$ cat config.mk
export PLATFORM = sky130hd
export DESIGN_NAME = chop_bridge_ctrl
export DESIGN_NICKNAME = d
export VERILOG_FILES = /design/src/rtl/chop_pkg.sv /design/src/rtl/chop_trip_sync.sv /design/src/rtl/chop_period_timer.sv /design/src/rtl/chop_blank_timer.sv /design/src/rtl/chop_decay_fsm.sv /design/src/rtl/chop_gate_map.sv /design/src/rtl/chop_bridge_ctrl.sv
export SDC_FILE = /design/constraint.sdc
export NUM_CORES = 1
export LEC_CHECK = 0
export BUFFER_PORTS_ARGS = -buffer_cell sky130_fd_sc_hd__buf_2
export CAP_MARGIN = 5
export CORE_MARGIN = 4
export CORE_UTILIZATION = 56
export CTS_CLUSTER_SIZE = 14
export DETAILED_ROUTE_END_ITERATION = 10
export PLACE_DENSITY = 0.77
export SETUP_SLACK_MARGIN = 0.2
export SKIP_CTS_REPAIR_TIMING = 1
export SYNTH_ARGS = -nofsm -noshare
export SYNTH_HDL_FRONTEND = slang
export SYNTH_HIERARCHICAL = 1
export SYNTH_SLANG_ARGS = --single-unit
$ cat constraint.sdc
create_clock -name clk -period 3 [get_ports clk]
set_input_delay 0.45 -clock clk [delete_from_list [all_inputs] [get_ports clk]]
set_output_delay 0.45 -clock clk [all_outputs]
set_load 0.02 [all_outputs]
$ cat src/rtl/chop_pkg.sv
package chop_pkg;

   // Drive selection, encoded as {dir_a, dir_b}
   typedef enum logic [1:0] {
      DRV_STOP  = 2'b00,
      DRV_REV   = 2'b01,
      DRV_FWD   = 2'b10,
      DRV_BRAKE = 2'b11
   } drive_e;

   typedef enum logic [1:0] {
      PH_CHARGE = 2'd0,
      PH_FAST   = 2'd1,
      PH_SLOW   = 2'd2
   } phase_e;

   typedef struct packed {
      logic hi_a;
      logic lo_a;
      logic hi_b;
      logic lo_b;
   } gates_t;

   function automatic logic drive_active(drive_e m);
      return (m == DRV_FWD) || (m == DRV_REV);
   endfunction

endpackage

$ cat src/rtl/chop_trip_sync.sv
module chop_trip_sync #(
   parameter int STAGES = 2
) (
   input  logic clk,
   input  logic rst_n,
   input  logic d,
   output logic q
);

   logic [STAGES-1:0] sh;

   generate
      if (STAGES == 1) begin : g_single
         always_ff @(posedge clk or negedge rst_n) begin
            if (!rst_n) sh <= '0;
            else        sh <= d;
         end
      end else begin : g_chain
         always_ff @(posedge clk or negedge rst_n) begin
            if (!rst_n) sh <= '0;
            else        sh <= {sh[STAGES-2:0], d};
         end
      end
   endgenerate

   assign q = sh[STAGES-1];

endmodule

$ cat src/rtl/chop_period_timer.sv
module chop_period_timer
   import chop_pkg::*;
#(
   parameter int PERIOD = 16,
   localparam int CNT_W = $clog2(PERIOD)
) (
   input  logic             clk,
   input  logic             rst_n,
   input  drive_e           mode_in,
   output drive_e           mode_q,
   output logic [CNT_W-1:0] cnt,
   output logic             active_in,
   output logic             restart
);

   localparam logic [CNT_W-1:0] LAST = CNT_W'(PERIOD - 1);

   logic changed;
   logic wrap;

   always_comb begin
      active_in = drive_active(mode_in);
      changed   = (mode_in != mode_q);
      wrap      = (cnt == LAST);
      restart   = active_in && (changed || wrap);
   end

   always_ff @(posedge clk or negedge rst_n) begin
      if (!rst_n) begin
         mode_q <= DRV_STOP;
         cnt    <= '0;
      end else begin
         mode_q <= mode_in;
         if (!active_in || restart) cnt <= '0;
         else                       cnt <= cnt + CNT_W'(1);
      end
   end

endmodule

$ cat src/rtl/chop_blank_timer.sv
module chop_blank_timer #(
   parameter int BLANK_SHORT = 4,
   parameter int BLANK_LONG  = 6,
   localparam int BLK_W = $clog2(BLANK_LONG + 1)
) (
   input  logic clk,
   input  logic rst_n,
   input  logic restart,
   input  logic blank_long,
   output logic blank_busy
);

   localparam logic [BLK_W-1:0] LEN_S = BLK_W'(BLANK_SHORT);
   localparam logic [BLK_W-1:0] LEN_L = BLK_W'(BLANK_LONG);

   logic [BLK_W-1:0] left;

   always_ff @(posedge clk or negedge rst_n) begin
      if (!rst_n)             left <= '0;
      else if (restart)       left <= blank_long ? LEN_L : LEN_S;
      else if (left != '0)    left <= left - BLK_W'(1);
   end

   assign blank_busy = (left != '0);

endmodule

$ cat src/rtl/chop_decay_fsm.sv
module chop_decay_fsm
   import chop_pkg::*;
#(
   parameter int PERIOD    = 16,
   parameter int MIX_POINT = 6,
   localparam int CNT_W = $clog2(PERIOD)
) (
   input  logic             clk,
   input  logic             rst_n,
   input  logic             active_in,
   input  logic             restart,
   input  logic [CNT_W-1:0] cnt,
   input  logic             blank_busy,
   input  logic             trip_s,
   output phase_e           phase
);

   localparam logic [CNT_W-1:0] MIX_PRE = CNT_W'(MIX_POINT - 1);

   phase_e phase_nx;

   always_comb begin
      phase_nx = phase;
      if (!active_in || restart) begin
         phase_nx = PH_CHARGE;
      end else begin
         case (phase)
            PH_CHARGE: if (trip_s && !blank_busy) phase_nx = PH_FAST;
            PH_FAST:   if (cnt == MIX_PRE)        phase_nx = PH_SLOW;
            PH_SLOW:   phase_nx = PH_SLOW;
            default:   phase_nx = PH_CHARGE;
         endcase
      end
   end

   always_ff @(posedge clk or negedge rst_n) begin
      if (!rst_n) phase <= PH_CHARGE;
      else        phase <= phase_nx;
   end

endmodule

$ cat src/rtl/chop_gate_map.sv
module chop_gate_map
   import chop_pkg::*;
(
   input  drive_e mode,
   input  phase_e phase,
   output gates_t gates
);

   always_comb begin
      gates = '0;
      case (mode)
         DRV_FWD: begin
            case (phase)
               PH_CHARGE: begin gates.hi_a = 1'b1; gates.lo_b = 1'b1; end
               PH_FAST:   begin gates.hi_b = 1'b1; gates.lo_a = 1'b1; end
               PH_SLOW:   begin gates.lo_a = 1'b1; gates.lo_b = 1'b1; end
               default:   gates = '0;
            endcase
         end
         DRV_REV: begin
            case (phase)
               PH_CHARGE: begin gates.hi_b = 1'b1; gates.lo_a = 1'b1; end
               PH_FAST:   begin gates.hi_a = 1'b1; gates.lo_b = 1'b1; end
               PH_SLOW:   begin gates.lo_a = 1'b1; gates.lo_b = 1'b1; end
               default:   gates = '0;
            endcase
         end
         DRV_BRAKE: begin gates.lo_a = 1'b1; gates.lo_b = 1'b1; end
         default:   gates = '0;
      endcase
   end

endmodule

$ cat src/rtl/chop_bridge_ctrl.sv
module chop_bridge_ctrl
   import chop_pkg::*;
#(
   parameter int PERIOD      = 16,
   parameter int MIX_POINT   = 6,
   parameter int BLANK_SHORT = 4,
   parameter int BLANK_LONG  = 6,
   parameter int SYNC_STAGES = 2,
   localparam int CNT_W = $clog2(PERIOD)
) (
   input  logic clk,
   input  logic rst_n,
   input  logic dir_a,
   input  logic dir_b,
   input  logic blank_long,
   input  logic trip_async,
   output logic gate_hi_a,
   output logic gate_lo_a,
   output logic gate_hi_b,
   output logic gate_lo_b
);

   initial begin
      assert (PERIOD >= 2) else $error("PERIOD must be at least 2");
      assert (MIX_POINT > 0 && MIX_POINT < PERIOD) else $error("MIX_POINT out of range");
      assert (BLANK_SHORT >= 1 && BLANK_LONG >= BLANK_SHORT) else $error("blank lengths invalid");
      assert (BLANK_LONG < PERIOD) else $error("BLANK_LONG must be shorter than PERIOD");
      assert (SYNC_STAGES >= 1) else $error("SYNC_STAGES must be at least 1");
   end

   drive_e           mode_in;
   drive_e           mode_q;
   logic [CNT_W-1:0] cnt;
   logic             active_in;
   logic             restart;
   logic             blank_busy;
   logic             trip_s;
   phase_e           phase;
   gates_t           gates;

   assign mode_in = drive_e'({dir_a, dir_b});

   chop_trip_sync #(.STAGES(SYNC_STAGES)) i_sync (
      .clk(clk), .rst_n(rst_n), .d(trip_async), .q(trip_s)
   );

   chop_period_timer #(.PERIOD(PERIOD)) i_period (
      .clk(clk), .rst_n(rst_n), .mode_in(mode_in), .mode_q(mode_q),
      .cnt(cnt), .active_in(active_in), .restart(restart)
   );

   chop_blank_timer #(.BLANK_SHORT(BLANK_SHORT), .BLANK_LONG(BLANK_LONG)) i_blank (
      .clk(clk), .rst_n(rst_n), .restart(restart),
      .blank_long(blank_long), .blank_busy(blank_busy)
   );

   chop_decay_fsm #(.PERIOD(PERIOD), .MIX_POINT(MIX_POINT)) i_decay (
      .clk(clk), .rst_n(rst_n), .active_in(active_in), .restart(restart),
      .cnt(cnt), .blank_busy(blank_busy), .trip_s(trip_s), .phase(phase)
   );

   chop_gate_map i_map (
      .mode(mode_q), .phase(phase), .gates(gates)
   );

   assign gate_hi_a = gates.hi_a;
   assign gate_lo_a = gates.lo_a;
   assign gate_hi_b = gates.hi_b;
   assign gate_lo_b = gates.lo_b;

endmodule

==> metrics.md, run 1 <==
| Metric | Value |
|---|---|
| Total CTS buffers | `3` |
| DR vias/cell | `5.28` |
| Num ports | `10` |
| Number of global-route vias before repair | `598` |
| Worst R2R End | `i_decay/phase[1]$_DFFE_PN0P_` |
| Internal cell power | `340 uW` |
| Final ANT Viol Nets | `0` |
| Unrepaired setup endpoints after global routing | `false` |
| Worst path cell trace | `inv_1, ha_1, a21oi_1, a21oi_1, buf_2` |
| Area Growth Syn to Fin | `10.7%` |
| Maxcap violations | `0` |
| CP peak stage delay | `0.43 ns` |
| Crit path capture type | `output port` |
| Multi-input logic area | `468 sq um` |
| Yosys top cell area share | `0.386` |
| Worst VDD drop | `0.252 mV` |
| Skew-Pair Late Insertion Delay | `0.27 ns` |
| Clock Pin Slew Worst Setup and Hold Paths | `0.08 ns` |
| Cells after Synth | `82` |
| Crit-path slowest cell | `dfrtp_1` |
| Synth unique cells | `26` |
| Slew @ Worst Pin | `0.289 ns` |
| Data arrival time of the critical path | `1.53 ns` |
| Final worst-path cycle share | `0.658` |
| Final cell count without fillers | `110` |
| Min Tclk post-route | `1.98 ns` |
| Initial DRC count | `8` |
| Setup slack, reg-to-reg | `1.30 ns` |
| Sequential cell area | `325 sq um` |
| First-pass GRT wire length | `2.50 mm` |
| Sw frac | `0.337` |
| Drt drc | `0` |
| Post-synthesis sequential element count | `13` |
| Largest net degree at the start of global routing | `14` |
| Post-synthesis sequential area ratio | `0.386` |
| # diodes | `0` |
| Fin Setup TNS | `0 ns` |
| Placed Cells | `106` |
| Top cells by area, synth | `dfrtp_1 (39%), ha_1 (19%), inv_1 (5.8%), mux2i_1 (3.6%), a21oi_1 (3.0%)` |
| Avg Cell Area, Syn | `10.3 sq um` |
| Fillcell total | `111` |
| P_sw | `173 uW` |
| Chip Width | `46.8 um` |
| Reg2Reg Depth | `7` |
| Clock Path Buffers | `2` |
| Share of post-route cells with drive strength above 1 | `0.189` |
| Critical Setup Path Class | `reg -> out` |
| Post-DP HPWL | `1.14 mm` |
| Final setup violation count | `0` |
| Area leader, netlist | `dfrtp_1` |
| Cell Pwr Density | `550 mW/mm^2` |
| CP max FO | `5` |
| Clk pwr share | `0.210` |
| CTS tree | `done` |
| Worst hold path class | `in -> async` |
| Outcome | `finished, final reports clean` |
| Clock skew | `0.00502 ns` |
| DR vias | `581` |
| All-Layer GR Usage | `0.164` |
| # nets final | `115` |
| Leak | `0.000460 uW` |
| Part of the power in registers | `0.430` |
| Combinational group share of total power | `0.360` |
| Cell Rows | `13` |
| Ys Warns | `6` |
| Hold Vio Cnt, Final | `0` |
| Slew Limit Fails | `0` |
| H-tree Lvls | `1` |
| Cell mode on critical path | `a21oi_1` |
| CP required | `2.55 ns` |
| Core box area | `0.00135 sq mm` |
| Die area | `0.00219 sq mm` |
| Sink Count | `13` |
| CTS root buf | `clkbuf_4` |
| Mapped Nets | `101` |
| Normalized max-slew margin | `0.807` |
| Port Buffers | `9` |
| Die Ht | `46.8 um` |
| RR Startpoint | `i_period/cnt[0]$_DFF_PN0_` |
| GRT overflow | `0` |
| Setup crit start kind | `register` |
| Avg WL per Cell | `13.2 um` |
| Initial Util | `0.624` |
| F_max | `506 MHz` |
| Global placer's final weighted congestion | `0.774` |
| DRT Pass-1 Iters | `4` |
| Synth Cell Area | `842 sq um` |
| WL final | `1.45 mm` |
| Initial antenna violation count | `0` |
==> per-stage QoR <==
step	cell area [sq um]	hold WS (ns)	worst slack [ns]	util	power, uW
final	932	0.0454	1.02	0.690	512
after global routing	932	0.0546	0.929	0.690	548
after CTS	932	0.0468	1.05	0.690	518
after detailed placement	906	0.340	1.31	0.671	408
after global placement	906	0.342	1.38	0.671	391
after floorplan	842	0.154	1.39	-	363
==> critical path: cells and delay by family, from the launching register on <==
| kind | cells | cell delay [ns] |
|---|---|---|
| flops | 1 | 0.43 |
| buf+inv | 2 | 0.24 |
| compound gates | 2 | 0.26 |
| fa+ha+maj | 1 | 0.32 |
==> kinds of logic (layout without fill, tap and decap cells) <==
group	after synthesis	in the layout	synth area share
AOI/OAI and AO/OA	15	15	0.120
xor gates and xnor gates	4	4	0.0416
adders and majority gates	13	13	0.193
buffers and inverters	13	26	0.0580
DFF	13	13	0.386
muxes	4	4	0.0490
and+or+nand+nor	20	20	0.152
==> worst max-delay path by stage <==
| stage | start | endpoint | slack, ns | cells after the start |
|---|---|---|---|---|
| after CTS | i_decay/phase[0]$_DFFE_PN0P_ | gate_lo_a | 1.05 | 5 |
| after floorplan | i_decay/phase[0]$_DFFE_PN0P_ | gate_lo_b | 1.39 | 4 |
| after global placement | i_period/cnt[0]$_DFF_PN0_ | i_blank/left[1]$_DFFE_PN0P_ | 1.38 | 5 |
| after detailed placement | i_period/cnt[0]$_DFF_PN0_ | i_decay/phase[1]$_DFFE_PN0P_ | 1.31 | 7 |
| final | i_decay/phase[0]$_DFFE_PN0P_ | gate_lo_a | 1.02 | 5 |
| after global routing | i_decay/phase[0]$_DFFE_PN0P_ | gate_lo_a | 0.93 | 5 |
==> area by class of cell <==
class | instances | share of cell area
well taps | 15 | 0.0201
repair buffers | 9 | 0.0483
multi-input cells | 56 | 0.502
flip-flops and latches | 13 | 0.349
inverters | 13 | 0.0523
clock buffers | 4 | 0.0282
==> power by group through the flow <==
stage / Combinational, uW / Sequential [uW] / Clock [uW]
detailed placement: 184 / 223 / 0
global placement: 169 / 222 / 0
floorplan: 144 / 219 / 0
CTS: 186 / 220 / 112
finish: 184 / 220 / 108
global route: 207 / 223 / 118
==> state kept, by name, indices dropped and copies added, names as in the netlist <==
| signal | cells |
|---|---|
| i_period/cnt | 4 |
| i_blank/left | 3 |
| i_decay/phase | 2 |
| i_period/mode_q | 2 |
| i_sync/sh | 2 |
==> cells in the mapped netlist <==
cell       number
nand3_1         1
and4bb_2        1
xor2_1          2
dfrtp_1        13
a31oi_1         1
a22oi_2         1
a21oi_1         5
xnor2_1         2
nand4bb_1       1
ha_1           13
o31ai_1         1
mux2i_1         3
a22oi_1         2
nand2_1         4
mux2_2          1
nor2b_1         3
a21o_1          1
o21ai_0         2
nand2b_1        1
inv_1          13
nand2b_4        1
and4bb_1        1
a311oi_1        1
nand3_2         1
nor2_1          6
o21ai_2         1
==> metal layers <==
layer | vias up | share of wire | global-route usage
li1 | 303 | - | -
met1 | 266 | 0.46 | 0.188
met2 | 8 | 0.51 | 0.287
met3 | 4 | 0.016 | 0.0230
met4 | 0 | 0.019 | 0.0994
met5 | - | 0 | 0
==> placed cells by master, fill, tap and decap left out <==
master and instances:
a21o_1 1, a21oi_1 5, a22oi_1 2, a22oi_2 1, a311oi_1 1, a31oi_1 1
and4bb_1 1, and4bb_2 1, buf_2 9, clkbuf_1 1, clkbuf_4 3, dfrtp_1 13
ha_1 13, inv_1 13, mux2_2 1, mux2i_1 3, nand2_1 4, nand2b_1 1
nand2b_4 1, nand3_1 1, nand3_2 1, nand4bb_1 1, nor2_1 6, nor2b_1 3
o21ai_0 2, o21ai_2 1, o31ai_1 1, xnor2_1 2, xor2_1 2
(Power assumes the default switching activity.)
==> inputs of run 2 (changes only) <==
--- a/config.mk
+++ b/config.mk
@@ -5,6 +5,7 @@
 export SDC_FILE = /design/constraint.sdc
 export NUM_CORES = 1
 export LEC_CHECK = 0
+export ABC_AREA = 1
 export BUFFER_PORTS_ARGS = -buffer_cell sky130_fd_sc_hd__buf_2
 export CAP_MARGIN = 5
 export CORE_MARGIN = 4
==> constraint.sdc (replaced) <==
create_clock -name clk -period 1.9 [get_ports clk]
set_input_delay 0.285 -clock clk [delete_from_list [all_inputs] [get_ports clk]]
set_output_delay 0.285 -clock clk [all_outputs]
set_load 0.02 [all_outputs]
==> run 2 against run 1 <==
Final area rose by 22%. Power up 140%. Combinational power grew to 3.7 times the previous value. Cell count is 39% higher. Clock skew fell by 0.0039 ns. Area after synthesis grew 7.1%. Hold slack better by 0.074 ns. Global-route usage decreased by 2.9 points. Core utilization is 6.5 points higher. Critical path type unchanged. Largest cell class unchanged.
==> metrics.md, run 2 <==
| Metric | Value |
|---|---|
| Ys async rst share | `1.00` |
| Post-synthesis sequential area ratio | `0.361` |
| Top FF cell, synth | `dfrtp_1` |
| Core box area | `0.00151 sq mm` |
| Gr busiest metal | `met2` |
| Ys Warns | `6` |
| Mapped Nets | `135` |
| Biggest regs | `i_period/cnt: 4 flops, i_blank/left: 3 flops` |
| Biggest register | `i_period/cnt` |
| Initial antenna violation count | `0` |
| WP buf/inv | `3` |
| Global placer's final weighted congestion | `0.730` |
| Worst path cell trace | `inv_2, ha_1, inv_1, a21oi_1, buf_4` |
| Compound-Gate Fraction of Synth Area | `0.0194` |
| Skew-Pair Late Insertion Delay | `0.27 ns` |
| Cell Pwr Density | `1060 mW/mm^2` |
| DR vias | `726` |
| All-Layer GR Usage | `0.136` |
| GRT overflow | `0` |
| Num ports | `10` |
| Die Ht | `48.1 um` |
| Fin Setup TNS | `0 ns` |
| Post-DP HPWL | `1.06 mm` |
| H-tree Lvls | `1` |
| Maxcap violations | `0` |
| Xor/xnor share of the synthesized area | `0.0472` |
| Worst VDD drop | `0.647 mV` |
| Hold slack final | `0.119 ns` |
| CP required | `1.62 ns` |
| Setup WS post-layout | `0.170 ns` |
| Synth unique cells | `16` |
| CTS root buf | `clkbuf_4` |
| Post-synthesis sequential element count | `13` |
| CP max FO | `4` |
| DR vias/cell | `4.75` |
| Avg Cell Area, Syn | `7.78 sq um` |
| Most common cell after layout, fill and taps aside | `nand2_1` |
| Min Tclk post-route | `1.73 ns` |
| Final setup violation count | `0` |
| Avg WL per Cell | `11.4 um` |
| Number of global-route vias before repair | `582` |
| Most frequent cell after synthesis | `nand2_1` |
| Leak | `0.000599 uW` |
| Final ANT Viol Nets | `0` |
| Die area | `0.00232 sq mm` |
| Final worst-path cycle share | `0.910` |
| Adder-cell area share of the yosys netlist | `0.180` |
| Max FFs per register | `4` |
| Clock Pin Slew Worst Setup and Hold Paths | `0.07 ns` |
| Fillcell total | `102` |
| Setup crit start kind | `register` |
| Routing usage on met3 | `0.0221` |
| Mux cell area share after synthesis | `0` |
| Drt drc | `0` |
| Synth Cell Area | `902 sq um` |
| Yosys top cell area share | `0.361` |
| Area Growth Syn to Fin | `26.1%` |
| Slew Limit Fails | `0` |
| Post-DP Area | `967 sq um` |
| # diodes | `0` |
| Worst hold path class | `in -> reg` |
| Simple-gate portion of the synthesized area | `0.288` |
| Clock Path Buffers | `2` |
| Unrepaired setup endpoints after global routing | `true` |
| Crit-path slowest cell | `dfrtp_1` |
| Total CTS buffers | `3` |
| Clock skew | `0.00112 ns` |
| Initial DRC count | `15` |
| Slew @ Worst Pin | `0.409 ns` |
| Cell Rows | `14` |
| Top post-synthesis cells by count | `nand2_1 (24), inv_1 (23), nor2_1 (20)` |
| Largest delay share family, worst path | `flip-flops` |
| Largest family of logic cells by synthesized area | `simple AND/OR/NAND/NOR gates` |
| Final instance area | `0.00114 sq mm` |
| Met1 usage | `0.177` |
| Chip Width | `48.1 um` |
| CP peak stage delay | `0.44 ns` |
| Largest net degree at the start of global routing | `14` |
| Area leader, netlist | `dfrtp_1` |
| Crit path capture type | `output port` |
| First-pass GRT wire length | `2.23 mm` |
| Critical Setup Path Class | `reg -> out` |
| DRT Pass-1 Iters | `4` |
| WL final | `1.74 mm` |
| Cells after Synth | `116` |
| # nets final | `157` |
| Post-place setup slack | `0.193 ns` |
| CTS tree | `done` |
| Data arrival time of the critical path | `1.44 ns` |
| Sink Count | `13` |
| Overall Power | `1210 uW` |
| Post-synth EDFFs | `0` |
| Hold Vio Cnt, Final | `0` |
| Most frequent cells in the layout | `nand2_1 (23), inv_1 (19), nor2_1 (18)` |
| Share of post-route cells with drive strength above 1 | `0.314` |
| Outcome | `finished, final reports clean` |
| Normalized max-slew margin | `0.725` |
| Initial Util | `0.599` |
| Port Buffers | `9` |
| Top cells by area, synth | `dfrtp_1 (36%), ha_1 (18%), nand2_1 (10%), inv_1 (9.6%), nor2_1 (8.3%)` |
| GR Layer Usage met2 | `0.219` |
| F_max | `578 MHz` |
## run 2: changes by cell type after synthesis, sizes merged, moves of 2 or more
| cell | delta |
|---|---|
| nand2 | +22 |
| nor2 | +16 |
| inv | +12 |
| nand3 | +8 |
| a21oi | -3 |
| a22oi | -3 |
| mux2i | -3 |
| nor2b | -3 |
| o21ai | -3 |
| and4bb | -2 |
| nand2b | -2 |
## run 2: per-stage QoR
stage	cells	utilization
2_1_floorplan	116	-
3_3_place_gp	141	0.642
3_5_place_dp	141	0.642
4_1_cts	145	0.659
5_1_grt	153	0.755
6_report	153	0.755
## run 2: cells by family (layout without fill, tap and decap cells)
logic type	after synthesis	count (layout)
compound gates	3	3
xor+xnor	4	4
fa+ha+maj	13	13
buf+inv	25	46
flops	13	13
simple gates	58	58
## run 2: power breakdown
part           internal (uW)  switching [uW]
combinational            299             375
clock                   81.3            82.9
sequential               333            39.5
total                    714             497
## run 2: final cells by class
| class | count | area [sq um] | share of cell area |
|---|---|---|---|
| clock buffers | 4 | 26.3 | 0.0231 |
| flip-flops and latches | 13 | 327 | 0.287 |
| well taps | 16 | 20.0 | 0.0176 |
| repair buffers | 17 | 125 | 0.110 |
| inverters | 25 | 93.8 | 0.0825 |
| multi-input cells | 78 | 546 | 0.480 |
## run 2: worst paths after layout
path / cells past startpoint / slack, ns / start / to
worst min-delay path: 1 / 0.12 / trip_async / i_sync/sh[0]$_DFF_PN0_
worst max register to register: 11 / 0.34 / i_period/mode_q[1]$_DFF_PN0_ / i_decay/phase[1]$_DFFE_PN0P_
worst max-delay path: 5 / 0.17 / i_period/mode_q[1]$_DFF_PN0_ / gate_hi_b
min in group asynchronous: 2 / 0.42 / rst_n / i_blank/left[2]$_DFFE_PN0P_
worst min register to register: 0 / 0.35 / i_sync/sh[0]$_DFF_PN0_ / i_sync/sh[1]$_DFF_PN0_
max in group asynchronous: 2 / 1.24 / rst_n / i_period/mode_q[0]$_DFF_PN0_
## run 2: routing by layer
layer	share of wire	wire length, um
met3	0.021	37
met4	0.022	39
met1	0.44	758
met2	0.52	905
met5	0	0
## run 2: worst register-to-register path, delay by kind of cell, from the launching register on
kind,cells,cell delay (ns)
compound gates,1,0.11
buf+inv,3,0.23
flops,1,0.44
simple gates,7,0.72
